===== src/rtl/mdio_mps_pkg.sv =====
package mdio_mps_pkg;

   typedef enum logic [2:0] {
      S_HUNT,
      S_START,
      S_HDR,
      S_TA1,
      S_TA2,
      S_DATA
   } mps_state_t;

   localparam logic [1:0] OP_WRITE = 2'b01;
   localparam logic [1:0] OP_READ  = 2'b10;

endpackage


===== src/rtl/mdio_pre_det.sv =====
module mdio_pre_det #(
   parameter int PRE_LEN = 32
) (
   input  logic mdc,
   input  logic rst_n,
   input  logic hunt,
   input  logic bit_i,
   output logic pre_ok
);
   localparam int CW = $clog2(PRE_LEN + 1);
   localparam logic [CW-1:0] SAT = CW'(PRE_LEN);

   logic [CW-1:0] ones_q;

   always_ff @(posedge mdc or negedge rst_n) begin
      if (!rst_n) begin
         ones_q <= '0;
      end else if (!hunt || !bit_i) begin
         ones_q <= '0;
      end else if (ones_q != SAT) begin
         ones_q <= ones_q + 1'b1;
      end
   end

   assign pre_ok = (ones_q == SAT);

endmodule


===== src/rtl/mdio_port_match.sv =====
module mdio_port_match #(
   parameter int ADDR_W    = 5,
   parameter int NPORTS    = 6,
   parameter int PHY_BASE  = 8,
   parameter int PORT_W    = 3
) (
   input  logic [ADDR_W-1:0] phy,
   output logic              hit,
   output logic [PORT_W-1:0] port
);
   localparam bit POW2    = (NPORTS >= 2) && ((NPORTS & (NPORTS - 1)) == 0);
   localparam bit ALIGNED = POW2 && ((PHY_BASE % (POW2 ? NPORTS : 1)) == 0);

   generate
      if (ALIGNED) begin : g_aligned
         localparam int HI_W = ADDR_W - PORT_W;
         localparam logic [HI_W-1:0] BASE_HI = HI_W'(PHY_BASE >> PORT_W);
         assign hit  = (phy[ADDR_W-1:PORT_W] == BASE_HI);
         assign port = phy[PORT_W-1:0];
      end else begin : g_subtract
         logic [ADDR_W:0] diff;
         assign diff = {1'b0, phy} - (ADDR_W+1)'(PHY_BASE);
         assign hit  = !diff[ADDR_W] && (diff < (ADDR_W+1)'(NPORTS));
         assign port = diff[PORT_W-1:0];
      end
   endgenerate

endmodule


===== src/rtl/mdio_rd_shift.sv =====
module mdio_rd_shift #(
   parameter int DATA_W = 16
) (
   input  logic              mdc,
   input  logic              rst_n,
   input  logic              load,
   input  logic              step,
   input  logic              done,
   input  logic [DATA_W-1:0] din,
   output logic              pad_o,
   output logic              pad_oe
);
   logic [DATA_W-1:0] sh_q;

   always_ff @(posedge mdc or negedge rst_n) begin
      if (!rst_n) begin
         sh_q   <= '0;
         pad_o  <= 1'b0;
         pad_oe <= 1'b0;
      end else if (load) begin
         sh_q   <= din;
         pad_o  <= 1'b0;
         pad_oe <= 1'b1;
      end else if (step) begin
         pad_o  <= sh_q[DATA_W-1];
         sh_q   <= {sh_q[DATA_W-2:0], 1'b0};
      end else if (done) begin
         pad_o  <= 1'b0;
         pad_oe <= 1'b0;
      end
   end

endmodule


===== src/rtl/mdio_multiport_slave.sv =====
module mdio_multiport_slave
   import mdio_mps_pkg::*;
#(
   parameter int DATA_W   = 16,
   parameter int ADDR_W   = 5,
   parameter int NPORTS   = 6,
   parameter int PHY_BASE = 8,
   parameter int PRE_LEN  = 32,
   parameter int PORT_W   = (NPORTS > 1) ? $clog2(NPORTS) : 1
) (
   input  logic              mdc,
   input  logic              rst_n,
   input  logic              mdio_i,
   output logic              mdio_o,
   output logic              mdio_oe,
   output logic [PORT_W-1:0] acc_port,
   output logic [ADDR_W-1:0] acc_reg,
   output logic              wr_stb,
   output logic [DATA_W-1:0] wr_data,
   output logic              rd_stb,
   input  logic [DATA_W-1:0] rd_data
);
   localparam int HDR_LEN = 2 + 2 * ADDR_W;
   localparam int CNT_MAX = (DATA_W > HDR_LEN) ? DATA_W : HDR_LEN;
   localparam int CNT_W   = $clog2(CNT_MAX);
   localparam logic [CNT_W-1:0] HDR_LAST  = CNT_W'(HDR_LEN - 1);
   localparam logic [CNT_W-1:0] DATA_LAST = CNT_W'(DATA_W - 1);

   initial begin
      if (NPORTS < 1 || PHY_BASE < 0 || PHY_BASE + NPORTS > (1 << ADDR_W))
         $fatal(1, "port window does not fit the address field");
      if (DATA_W < 2 || PRE_LEN < 1)
         $fatal(1, "data width or preamble length out of range");
      if ((1 << PORT_W) < NPORTS)
         $fatal(1, "PORT_W too narrow for NPORTS");
   end

   mps_state_t        state_q;
   logic [CNT_W-1:0]  cnt_q;
   logic [HDR_LEN-2:0] hdr_q;
   logic [HDR_LEN-1:0] hdr_nxt;
   logic [DATA_W-2:0] wsh_q;
   logic              is_rd_q;
   logic              hit_q;
   logic              pre_ok;
   logic              m_hit;
   logic [PORT_W-1:0] m_port;
   logic [1:0]        op_nxt;
   logic              op_ok;
   logic              rd_act;
   logic              sh_step;
   logic              sh_done;

   assign hdr_nxt = {hdr_q, mdio_i};
   assign op_nxt  = hdr_nxt[HDR_LEN-1 -: 2];
   assign op_ok   = (op_nxt == OP_WRITE) || (op_nxt == OP_READ);
   assign rd_act  = is_rd_q && hit_q;

   mdio_pre_det #(.PRE_LEN(PRE_LEN)) i_pre (
      .mdc   (mdc),
      .rst_n (rst_n),
      .hunt  (state_q == S_HUNT),
      .bit_i (mdio_i),
      .pre_ok(pre_ok)
   );

   mdio_port_match #(
      .ADDR_W  (ADDR_W),
      .NPORTS  (NPORTS),
      .PHY_BASE(PHY_BASE),
      .PORT_W  (PORT_W)
   ) i_match (
      .phy (hdr_nxt[2*ADDR_W-1 -: ADDR_W]),
      .hit (m_hit),
      .port(m_port)
   );

   assign rd_stb  = (state_q == S_TA1) && rd_act;
   assign sh_step = rd_act && ((state_q == S_TA2) ||
                               ((state_q == S_DATA) && (cnt_q != DATA_LAST)));
   assign sh_done = rd_act && (state_q == S_DATA) && (cnt_q == DATA_LAST);

   mdio_rd_shift #(.DATA_W(DATA_W)) i_shift (
      .mdc   (mdc),
      .rst_n (rst_n),
      .load  (rd_stb),
      .step  (sh_step),
      .done  (sh_done),
      .din   (rd_data),
      .pad_o (mdio_o),
      .pad_oe(mdio_oe)
   );

   always_ff @(posedge mdc or negedge rst_n) begin
      if (!rst_n) begin
         state_q  <= S_HUNT;
         cnt_q    <= '0;
         hdr_q    <= '0;
         wsh_q    <= '0;
         is_rd_q  <= 1'b0;
         hit_q    <= 1'b0;
         acc_port <= '0;
         acc_reg  <= '0;
         wr_stb   <= 1'b0;
         wr_data  <= '0;
      end else begin
         wr_stb <= 1'b0;
         unique case (state_q)
            S_HUNT: begin
               if (!mdio_i && pre_ok) state_q <= S_START;
            end
            S_START: begin
               cnt_q   <= '0;
               state_q <= mdio_i ? S_HDR : S_HUNT;
            end
            S_HDR: begin
               hdr_q <= hdr_nxt[HDR_LEN-2:0];
               cnt_q <= cnt_q + 1'b1;
               if (cnt_q == HDR_LAST) begin
                  if (op_ok) begin
                     state_q <= S_TA1;
                     is_rd_q <= (op_nxt == OP_READ);
                     hit_q   <= m_hit;
                     if (m_hit) begin
                        acc_port <= m_port;
                        acc_reg  <= hdr_nxt[ADDR_W-1:0];
                     end
                  end else begin
                     state_q <= S_HUNT;
                     hit_q   <= 1'b0;
                  end
               end
            end
            S_TA1: begin
               state_q <= S_TA2;
            end
            S_TA2: begin
               cnt_q   <= '0;
               state_q <= S_DATA;
            end
            S_DATA: begin
               wsh_q <= {wsh_q[DATA_W-3:0], mdio_i};
               cnt_q <= cnt_q + 1'b1;
               if (cnt_q == DATA_LAST) begin
                  state_q <= S_HUNT;
                  if (hit_q && !is_rd_q) begin
                     wr_stb  <= 1'b1;
                     wr_data <= {wsh_q, mdio_i};
                  end
                  hit_q <= 1'b0;
               end
            end
            default: state_q <= S_HUNT;
         endcase
      end
   end

endmodule


===== config.mk =====
export PLATFORM = sky130hd
export DESIGN_NAME = mdio_multiport_slave
export DESIGN_NICKNAME = d
export VERILOG_FILES = /design/src/rtl/mdio_mps_pkg.sv /design/src/rtl/mdio_pre_det.sv /design/src/rtl/mdio_port_match.sv /design/src/rtl/mdio_rd_shift.sv /design/src/rtl/mdio_multiport_slave.sv
export SDC_FILE = /design/constraint.sdc
export NUM_CORES = 1
export LEC_CHECK = 0
export BUFFER_PORTS_ARGS = -buffer_cell sky130_fd_sc_hd__buf_2
export CAP_MARGIN = 20
export CORE_MARGIN = 8
export CORE_UTILIZATION = 57
export CTS_CLUSTER_DIAMETER = 60
export DETAILED_ROUTE_END_ITERATION = 7
export PLACE_DENSITY = 0.91
export SETUP_SLACK_MARGIN = 0.15
export SLEW_MARGIN = 30
export SYNTH_ARGS = -nofsm -noshare
export SYNTH_HDL_FRONTEND = slang
export SYNTH_SLANG_ARGS = --single-unit
export TNS_END_PERCENT = 1

===== constraint.sdc =====
create_clock -name mdc -period 2.5 [get_ports mdc]
set_clock_uncertainty 0.1 [all_clocks]
set_input_delay 0.25 -clock mdc [delete_from_list [all_inputs] [get_ports mdc]]
set_output_delay 0.25 -clock mdc [all_outputs]
set_load 0.01 [all_outputs]

==> flow_summary.toml, run 1 <==
[outcome]
outcome = "completed"

[die]
num_io_pins = 47
floorplan.die_area_um2 = 9157
row_count = 29
initial_util_pct = 58.00
fp.coreArea_um2 = 6241
dieWidth_um = 95.69
die_height_um = 95.69

[global_route]
global_route.overflow_total = 0
grt_pass1_wl_mm = 12.45
grt_antenna_before_repair = 0
global_route.usage.total_pct = 17.55
grt_max_degree = 54
grt_pass1_vias = 2640

[logic_synthesis]
synth_seq_area_share_pct = 58.07
yosys-top-cells-area = "dfrtp_1 (58%), nand2_1 (8.1%), mux2_2 (5.0%)"
synth_top_cell_by_area = "dfrtp_1"
synth_edf_count = 0
post_synth.cell_area_avg_um2 = 11.21
count_of_state_elements_after_synthesis = 84
syn_area_um2 = 3620
postSynthNetCount = 348
synth_largest_type_area_fraction_pct = 58.07
ys_async_sr_fraction_pct = 100.0
yosys_warnings = 0
post_synth_inst_count = 323
post_synth_num_cell_types = 45
ys_dominant_reg_cell = "dfrtp_1"

[pwr]
p_per_area_nw_per_um2 = 833.2
p_int_mw = 2.396
power.share.clock_pct = 31.1
vdd_drop_max_v = 0.0005505
power.static_leakage_nw = 2.359
net_load_switching_power_mw = 1.146
power.share.sequential_pct = 48.8
power.total_mw = 3.543
netSwitchingFraction_pct = 32.36
share_comb_of_total_power_pct = 20.2

[run]
cap_violations = 0

[detailed_routing]
count_of_nets_left_with_antenna_violations_after_detail_routing = 0
detailroute.wirelength.met2_mm = 3.424
drt_drc_violations_left = 0
via_count = 2656
vias_per_cell = 5.724
met1Wirelength_mm = 3.215
drt_wl_total_mm = 7.364
initialDrtViolationCount = 161
number_of_iterations_in_the_first_detailed_routing_pass = 4
maxUsedRoutingLayer = "met4"
wl_per_cell_um = 15.87
met3RoutedLength_um = 490

[critical_path]
timing.rr.start = "cnt_q[0]$_DFFE_PN0P_"
rrSetupSlack_ps = 330
crit_path_kind = "reg -> reg"
timing.reg2reg.worst_path_depth = 5
r2r_end = "i_shift.sh_q[0]$_DFFE_PN0P_"
kind_of_end_point_of_the_critical_path = "flop"
critPathLaunchType = "flop"
worstPathMaxFanout = 16
worstPathArrival_ps = 2310
cp.required_ps = 2640

[clock_tree]
clock_slew_at_the_register_clock_pins_of_the_worst_setup_and_hold_paths_ps = 80
cts-htree-levels = 3
cts_tree = "yes"
ctsRootBufferMaster = "clkbuf_8"
numCtsBuffers = 9
cts_buffer_depth = 2
tritoncts_num_sinks = 84
clk-insertion-delay-late_ps = 360

[place]
place_hpwl_mm = 4.869
pre_cts_slack_ps = -119.8
placement.cell_area_um2 = 3989
gpl.final_weighted_congestion = 0.9664
io_buf_count = 46

[finish]
synthToLayoutAreaGrowth_pct = 17.46
fraction_of_final_layout_cells_with_drive_strength_greater_than_1_pct = 25.84
filler_cell_count = 455
layout_common_cells = "dfrtp_1 (84), nand2_1 (78), buf_2 (45)"
finish.net_count = 407
most_common_cell_after_layout_fill_and_taps_aside = "dfrtp_1"
antennaDiodeCount = 0
finish.utilization_pct = 68.12
top_regs = "i_shift.sh_q x16, wr_data x16, wsh_q x15"
final_design_area_no_fill_um2 = 4252

[min_path]
worst_hold_path.num_cells = 2
worst_min_path_start = "rd_data[0]"
hold_path_end = "i_shift.sh_q[0]$_DFFE_PN0P_"
holdCritPathClass = "in -> reg"

[timing]
period_share_pct = 86.77
highest_clock_rate_ghz = 0.4610
finalWorstSetupSlack_ps = 330.9
rsz0062_at_grt = "false"
timing_worst_slew_pin_value_ps = 664.5
drv_slew = 0
setup_viol = 0
hold-worst-slack_ps = 27.07
max_slew_margin_pct = 55.70
period_needed_ps = 2169
hold_viol = 0
[metal layers]
layer / vias up / track usage [%]
met3: 23 / 4.134
li1: 1236 / -
met2: 100 / 27.03
met4: 0 / 11.14
met1: 1297 / 21.92
met5: - / 0
[logic make-up (layout without fill, tap and decap cells)]
family          after synthesis  after routing  share of synthesized area, %
simple gates                122            122                         15.80
xor+xnor                      7              7                         1.694
compound gates               57             57                         11.58
flops                        84             84                         58.07
buf+inv                      20             84                         2.454
mux                          27             27                         8.330
fa+ha+maj                     6              6                         2.074
[worst max-delay path: stages (launching register included)]
cell     delay, ps
dfrtp_1        450
ha_1           260
and4_1         230
nor3_4         500
nor2_2         270
a22o_1         250
[worst max-delay path by stage]
stage	cells after the start	from	end	slack, ps
2_1_floorplan	6	cnt_q[0]$_DFFE_PN0P_	wr_data[10]$_DFFE_PN0P_	490
4_1_cts	5	cnt_q[0]$_DFFE_PN0P_	i_shift.sh_q[0]$_DFFE_PN0P_	180
3_5_place_dp	5	cnt_q[0]$_DFFE_PN0P_	i_shift.sh_q[0]$_DFFE_PN0P_	-120
3_3_place_gp	5	cnt_q[0]$_DFFE_PN0P_	i_shift.sh_q[0]$_DFFE_PN0P_	-10
6_report	5	cnt_q[0]$_DFFE_PN0P_	i_shift.sh_q[0]$_DFFE_PN0P_	330
5_1_grt	5	cnt_q[0]$_DFFE_PN0P_	i_shift.sh_q[0]$_DFFE_PN0P_	160
[cell type report]
cell class,count,area (um^2),area share [%]
multi-input cells,219,1438,33.81
repair buffers,61,360.3,8.476
clock buffers,9,123.9,2.913
inverters,7,26.28,0.6180
flip-flops and latches,84,2102,49.44
well taps,77,96.34,2.266
clock inverters,7,105.1,2.472
[timing repair]
item	in CTS	in global routing
endpoints found under the setup margin	16	8
endpoints found under the hold margin	52	0
hold buffers	1	0
setup buffers	0	2
pin swaps	0	1
gates resized for setup	1	0
gates cloned	0	0
[synthesized netlist by cell type (4+ instances only)]
cell type,count
nand3_1,7
clkbuf_1,8
mux2_1,9
mux2_2,16
inv_1,7
a21oi_1,5
a22o_1,16
nor2_1,11
dfrtp_1,84
xor2_1,4
o21ai_0,11
nor3_1,4
ha_1,6
a21o_1,15
nand2_1,78
[power by group through the flow]
stage | clock network, mW | registers, mW | logic (mW)
2_1_floorplan | 0 | 1.66 | 0.525
3_3_place_gp | 0 | 1.73 | 0.651
3_5_place_dp | 0 | 1.75 | 0.698
4_1_cts | 1.12 | 1.72 | 0.712
5_1_grt | 1.18 | 1.76 | 0.801
6_report | 1.10 | 1.73 | 0.714
[through the flow]
stage | setup TNS [ps] | std cells
floorplan | 0 | 323
global placement | -38.49 | 445
detailed placement | -1654 | 445
CTS | 0 | 462
global route | 0 | 464
finish | 0 | 464
(Power assumes the default switching activity.)
==> run 2, diff against run 1 <==
--- a/config.mk
+++ b/config.mk
@@ -12,7 +12,8 @@
 export CTS_CLUSTER_DIAMETER = 60
 export DETAILED_ROUTE_END_ITERATION = 7
 export PLACE_DENSITY = 0.91
-export SETUP_SLACK_MARGIN = 0.15
+export RECOVER_POWER = 50
+export SETUP_SLACK_MARGIN = 0.5
 export SLEW_MARGIN = 30
 export SYNTH_ARGS = -nofsm -noshare
 export SYNTH_HDL_FRONTEND = slang
==> run 2 against run 1 <==
Critical path depth is 2 higher. Non-clock buffer count up 9. First-iteration DRC count is 69% higher. Cell count up 1.9%. Maximum frequency rose by 4.5%. Largest cell class unchanged.
==> flow_summary.toml, run 2 (synthesis results as in run 1) <==
[die]
floorplan.die_area_um2 = 9157
row_count = 29
num_io_pins = 47
die_height_um = 95.69
fp.coreArea_um2 = 6241
initial_util_pct = 58.00
dieWidth_um = 95.69

[finish]
fraction_of_final_layout_cells_with_drive_strength_greater_than_1_pct = 25.76
most_common_cell_after_layout_fill_and_taps_aside = "dfrtp_1"
finish.utilization_pct = 69.51
top_regs = "i_shift.sh_q x16, wr_data x16, wsh_q x15"
synthToLayoutAreaGrowth_pct = 19.84
finish.net_count = 416
filler_cell_count = 448
antennaDiodeCount = 0
layout_common_cells = "dfrtp_1 (80), nand2_1 (77), buf_2 (32)"

[run]
cap_violations = 0

[pwr]
p_int_mw = 2.336
power.static_leakage_nw = 2.347
power.share.sequential_pct = 49.2
vdd_drop_max_v = 0.0005168
netSwitchingFraction_pct = 33.66
share_comb_of_total_power_pct = 22.7
net_load_switching_power_mw = 1.185
p_per_area_nw_per_um2 = 811.7
power.share.clock_pct = 28.1
power.total_mw = 3.521

[place]
pre_cts_slack_ps = -102.3
io_buf_count = 46
place_hpwl_mm = 5.031
gpl.final_weighted_congestion = 0.9442

[clock_tree]
cts_tree = "yes"
ctsRootBufferMaster = "clkbuf_8"
clk-insertion-delay-late_ps = 340
cts_buffer_depth = 2
tritoncts_num_sinks = 84
cts-htree-levels = 3
clock_slew_at_the_register_clock_pins_of_the_worst_setup_and_hold_paths_ps = 90
numCtsBuffers = 9

[global_route]
grt_antenna_before_repair = 0
global_route.overflow_total = 0
grt_pass1_wl_mm = 12.82
grt_pass1_vias = 2761
grt_max_degree = 85
global_route.usage.total_pct = 17.81

[timing]
timing_worst_slew_pin_value_ps = 1109
setup_viol = 0
drv_slew = 0
hold-worst-slack_ps = 29.11
rsz0062_at_grt = "true"
hold_viol = 0
finalWorstSetupSlack_ps = 425.0
period_needed_ps = 2075
period_share_pct = 83.00
max_slew_margin_pct = 26.05
highest_clock_rate_ghz = 0.4819

[outcome]
outcome = "completed"

[detailed_routing]
initialDrtViolationCount = 272
wl_per_cell_um = 17.14
via_count = 2743
vias_per_cell = 5.799
count_of_nets_left_with_antenna_violations_after_detail_routing = 0
drt_wl_total_mm = 8.108
number_of_iterations_in_the_first_detailed_routing_pass = 4
drt_drc_violations_left = 0

[min_path]
holdCritPathClass = "in -> reg"

[critical_path]
worstPathMaxFanout = 8
cp.required_ps = 2640
kind_of_end_point_of_the_critical_path = "flop"
critPathLaunchType = "flop"
crit_path_kind = "reg -> reg"
worstPathArrival_ps = 2220
## run 2: what timing repair did
action                                 CTS  global route
gates cloned                             0             2
resized for setup                        2            15
endpoints found under the hold margin   84             0
pin swaps                                2             2
hold buffers                             1             0
setup endpoints to repair               43            43
setup buffers                            3             6
## run 2: final cells by class
type                       instances  area [um^2]  share of cell area (%)
sequential                        84         2107                   48.57
multi-input combinational        219         1455                   33.54
timing repair buffer              70        454.2                   10.47
clock buffer                      10        127.6                   2.942
tap                               77        96.34                   2.221
clock inverter                     6        71.32                   1.644
inverter                           7        26.28                  0.6057
## run 2: stage by stage
| step | instance area [um^2] | instances | setup TNS, ps |
|---|---|---|---|
| finish | 4338 | 473 | 0 |
| global route | 4338 | 473 | 0 |
| CTS | 4229 | 465 | 0 |
| detailed placement | 3989 | 445 | -1401 |
| global placement | 3989 | 445 | -54.10 |
| floorplan | 3620 | 323 | 0 |
## run 2: power by group through the flow
| stage | clock network [mW] | logic, mW | registers, mW |
|---|---|---|---|
| finish | 0.989 | 0.800 | 1.73 |
| global route | 1.06 | 0.880 | 1.76 |
| CTS | 0.999 | 0.712 | 1.73 |
| detailed placement | 0 | 0.697 | 1.75 |
| global placement | 0 | 0.648 | 1.74 |
| floorplan | 0 | 0.525 | 1.66 |
## run 2: routing by layer
metal	vias up	share of wire (%)	routed length [um]	track usage [%]
met5	-	0	0	0
met4	0	1.7	136	8.835
met1	1366	40	3273	21.80
met2	105	52	4186	29.14
li1	1257	-	-	-
met3	15	6.3	511	4.056
## run 2: worst max-delay path, stage by stage, from the launching register on
cell and delay, ps:
dfrtp_2 400, ha_1 240, nand3_2 100, or2_4 300
nor3b_4 200, buf_6 160, clkbuf_16 150, mux2_2 320
## run 2: worst paths after layout
check                           cells after the start                   startpoint                           to  slack (ps)
worst max-delay path                                7         cnt_q[0]$_DFFE_PN0P_       wr_data[4]$_DFFE_PN0P_         430
worst min-delay path                                2                   rd_data[0]  i_shift.sh_q[0]$_DFFE_PN0P_          30
worst max register to register                      7         cnt_q[0]$_DFFE_PN0P_       wr_data[4]$_DFFE_PN0P_         430
worst min register to register                      1  i_shift.sh_q[2]$_DFFE_PN0P_  i_shift.sh_q[2]$_DFFE_PN0P_         390
max in group asynchronous                           3                        rst_n       state_q[0]$_DFFE_PN0P_         870
min in group asynchronous                           3                        rst_n  i_shift.sh_q[6]$_DFFE_PN0P_         650
==> run 3, diff against run 2 <==
--- a/config.mk
+++ b/config.mk
@@ -8,10 +8,10 @@
 export BUFFER_PORTS_ARGS = -buffer_cell sky130_fd_sc_hd__buf_2
 export CAP_MARGIN = 20
 export CORE_MARGIN = 8
-export CORE_UTILIZATION = 57
+export CORE_UTILIZATION = 51
 export CTS_CLUSTER_DIAMETER = 60
 export DETAILED_ROUTE_END_ITERATION = 7
-export PLACE_DENSITY = 0.91
+export PLACE_DENSITY = 0.87
 export RECOVER_POWER = 50
 export SETUP_SLACK_MARGIN = 0.5
 export SLEW_MARGIN = 30
==> constraint.sdc (replaced) <==
create_clock -name mdc -period 1.9 [get_ports mdc]
set_clock_uncertainty 0.1 [all_clocks]
set_input_delay 0.19 -clock mdc [delete_from_list [all_inputs] [get_ports mdc]]
set_output_delay 0.19 -clock mdc [all_outputs]
set_load 0.01 [all_outputs]
==> run 3 against run 2 <==
Sequential share of layout area shrank 4.4 points. Clock power increased by 61%. Power rose by 49%. Worst setup slack worse by 400 ps. First-iteration DRC count shrank 32%. Critical path type unchanged. Worst hold slack lost 3.8 ps. Core utilization rose by 0.16 points.
==> flow_summary.toml, run 3 (synthesis results as in run 1) <==
[critical_path]
worstPathMaxFanout = 17
critPathLaunchType = "flop"
rrSetupSlack_ps = 20
kind_of_end_point_of_the_critical_path = "flop"
critPathTopFamily = "simple AND/OR/NAND/NOR gates"
critical_path.startpoint = "state_q[1]$_DFFE_PN0P_"
timing.rr.start = "state_q[1]$_DFFE_PN0P_"
timing.reg2reg.worst_path_depth = 5
cp.depth = 5
crit_path_kind = "reg -> reg"
setup.worst_path.end = "wr_data[8]$_DFFE_PN0P_"
crit_path_top_delay_cell = "dfrtp_1"
crit_path_cell_trace = "nand3b_2, or2_4, nor3b_4, buf_12, mux2_1"
worstPathArrival_ps = 2030
crit_buf_inv = 1
critPathMaxStageDelay_ps = 420
r2r_end = "wr_data[8]$_DFFE_PN0P_"
cp.required_ps = 2050

[place]
gpl.final_weighted_congestion = 0.9033
place_hpwl_mm = 5.204
pre_cts_slack_ps = -174.8
io_buf_count = 46
placement.cell_area_um2 = 4158

[finish]
filler_cell_count = 470
synthToLayoutAreaGrowth_pct = 31.49
layout_common_cells = "dfrtp_1 (82), nand2_1 (56), buf_2 (36)"
multi_input_gate_area_in_the_final_layout_um2 = 1734
fraction_of_final_layout_cells_with_drive_strength_greater_than_1_pct = 39.36
most_common_cell_after_layout_fill_and_taps_aside = "dfrtp_1"
finish.net_count = 424
antennaDiodeCount = 0
sequential_cell_area_um2 = 2105
top_regs = "i_shift.sh_q x16, wr_data x16, wsh_q x15"
final_design_area_no_fill_um2 = 4760

[die]
die_height_um = 100.2
row_count = 30
floorplan.die_area_um2 = 10050
fp.coreArea_um2 = 6832
num_io_pins = 47
dieWidth_um = 100.2
initial_util_pct = 52.99

[clock_tree]
tritoncts_num_sinks = 84
cts_tree = "yes"
ctsRootBufferMaster = "clkbuf_8"
cts_buffer_depth = 2
numCtsBuffers = 9
clock_slew_at_the_register_clock_pins_of_the_worst_setup_and_hold_paths_ps = 90
cts-htree-levels = 3
clk-insertion-delay-late_ps = 360

[timing]
setup_viol = 0
drv_slew = 0
max_slew_margin_pct = 36.42
hold_viol = 0
rsz0062_at_grt = "true"
finalWorstSetupSlack_ps = 22.75
timing_worst_slew_pin_value_ps = 953.8
period_share_pct = 98.80
period_needed_ps = 1877
highest_clock_rate_ghz = 0.5327

[pwr]
net_load_switching_power_mw = 1.755
netSwitchingFraction_pct = 33.39
share_comb_of_total_power_pct = 26.1
vdd_drop_max_v = 0.0006784
p_int_mw = 3.500
power.total_mw = 5.254
power.static_leakage_nw = 2.558
power.share.sequential_pct = 43.7
power.share.clock_pct = 30.2
p_per_area_nw_per_um2 = 1104

[global_route]
global_route.overflow_total = 0
grt_pass1_vias = 2818
grt_pass1_wl_mm = 13.64
grt_max_degree = 45
global_route.usage.total_pct = 17.36
grt_antenna_before_repair = 0

[run]
cap_violations = 0

[detailed_routing]
via_count = 2780
number_of_iterations_in_the_first_detailed_routing_pass = 4
wl_per_cell_um = 17.00
drt_drc_violations_left = 0
drt_wl_total_mm = 8.501
initialDrtViolationCount = 186
vias_per_cell = 5.560
count_of_nets_left_with_antenna_violations_after_detail_routing = 0

[min_path]
holdCritPathClass = "in -> reg"

[outcome]
outcome = "completed"
## run 3: how the worst min path moves through the flow
| stage | cells past startpoint | from | end | slack [ps] |
|---|---|---|---|---|
| floorplan | 0 | rst_n | acc_port[0]$_DFFE_PN0P_ | -210 |
| finish | 3 | rd_data[13] | i_shift.sh_q[13]$_DFFE_PN0P_ | 30 |
| CTS | 3 | rd_data[13] | i_shift.sh_q[13]$_DFFE_PN0P_ | 2 |
| global route | 3 | rd_data[13] | i_shift.sh_q[13]$_DFFE_PN0P_ | 6 |
| detailed placement | 1 | rst_n | i_shift.sh_q[0]$_DFFE_PN0P_ | -0.7 |
| global placement | 1 | rst_n | i_shift.sh_q[6]$_DFFE_PN0P_ | -6 |
## run 3: power groups by stage
stage	logic, mW	registers [mW]	clock network [mW]
global placement	0.995	2.24	0
finish	1.37	2.30	1.59
detailed placement	1.05	2.25	0
global route	1.49	2.33	1.68
CTS	1.23	2.26	1.62
floorplan	0.690	2.19	0
## run 3: stage by stage
stage / instances / setup TNS [ps] / hold WS (ps) / utilization, %
global route: 500 / -20.09 / 6.164 / 69.67
detailed placement: 480 / -2329 / -0.6845 / 60.86
finish: 500 / 0 / 25.27 / 69.67
CTS: 499 / 0 / 2.283 / 68.61
global placement: 480 / -374.8 / -5.954 / 60.86
floorplan: 323 / -1777 / -205.6 / -
## run 3: cell type report
| class | count | area share (%) |
|---|---|---|
| sequential | 84 | 44.22 |
| clock inverter | 7 | 2.681 |
| timing repair buffer | 78 | 10.99 |
| inverter | 7 | 0.5521 |
| multi-input combinational | 219 | 36.44 |
| tap | 96 | 2.524 |
| clock buffer | 9 | 2.603 |
## run 3: worst min-delay path, stage by stage
cell and delay (ps):
buf_2 70, a22o_1 120, a21o_1 80
## run 3: repair_timing
action	in CTS	in global routing
setup buffers	0	1
resized for setup	71	22
pin swaps	39	29
hold buffers	3	0
setup endpoints to repair	75	77
hold endpoints to repair	87	0
cloned	0	0
## run 3: metal layers
layer | wire length, um | share of wire (%) | up-vias | GRT usage, %
met5 | 0 | 0 | - | 0
met4 | 180 | 2.1 | 0 | 7.907
met3 | 560 | 6.6 | 22 | 5.536
met2 | 4253 | 50 | 103 | 28.82
met1 | 3506 | 41 | 1388 | 19.98
li1 | - | - | 1267 | -
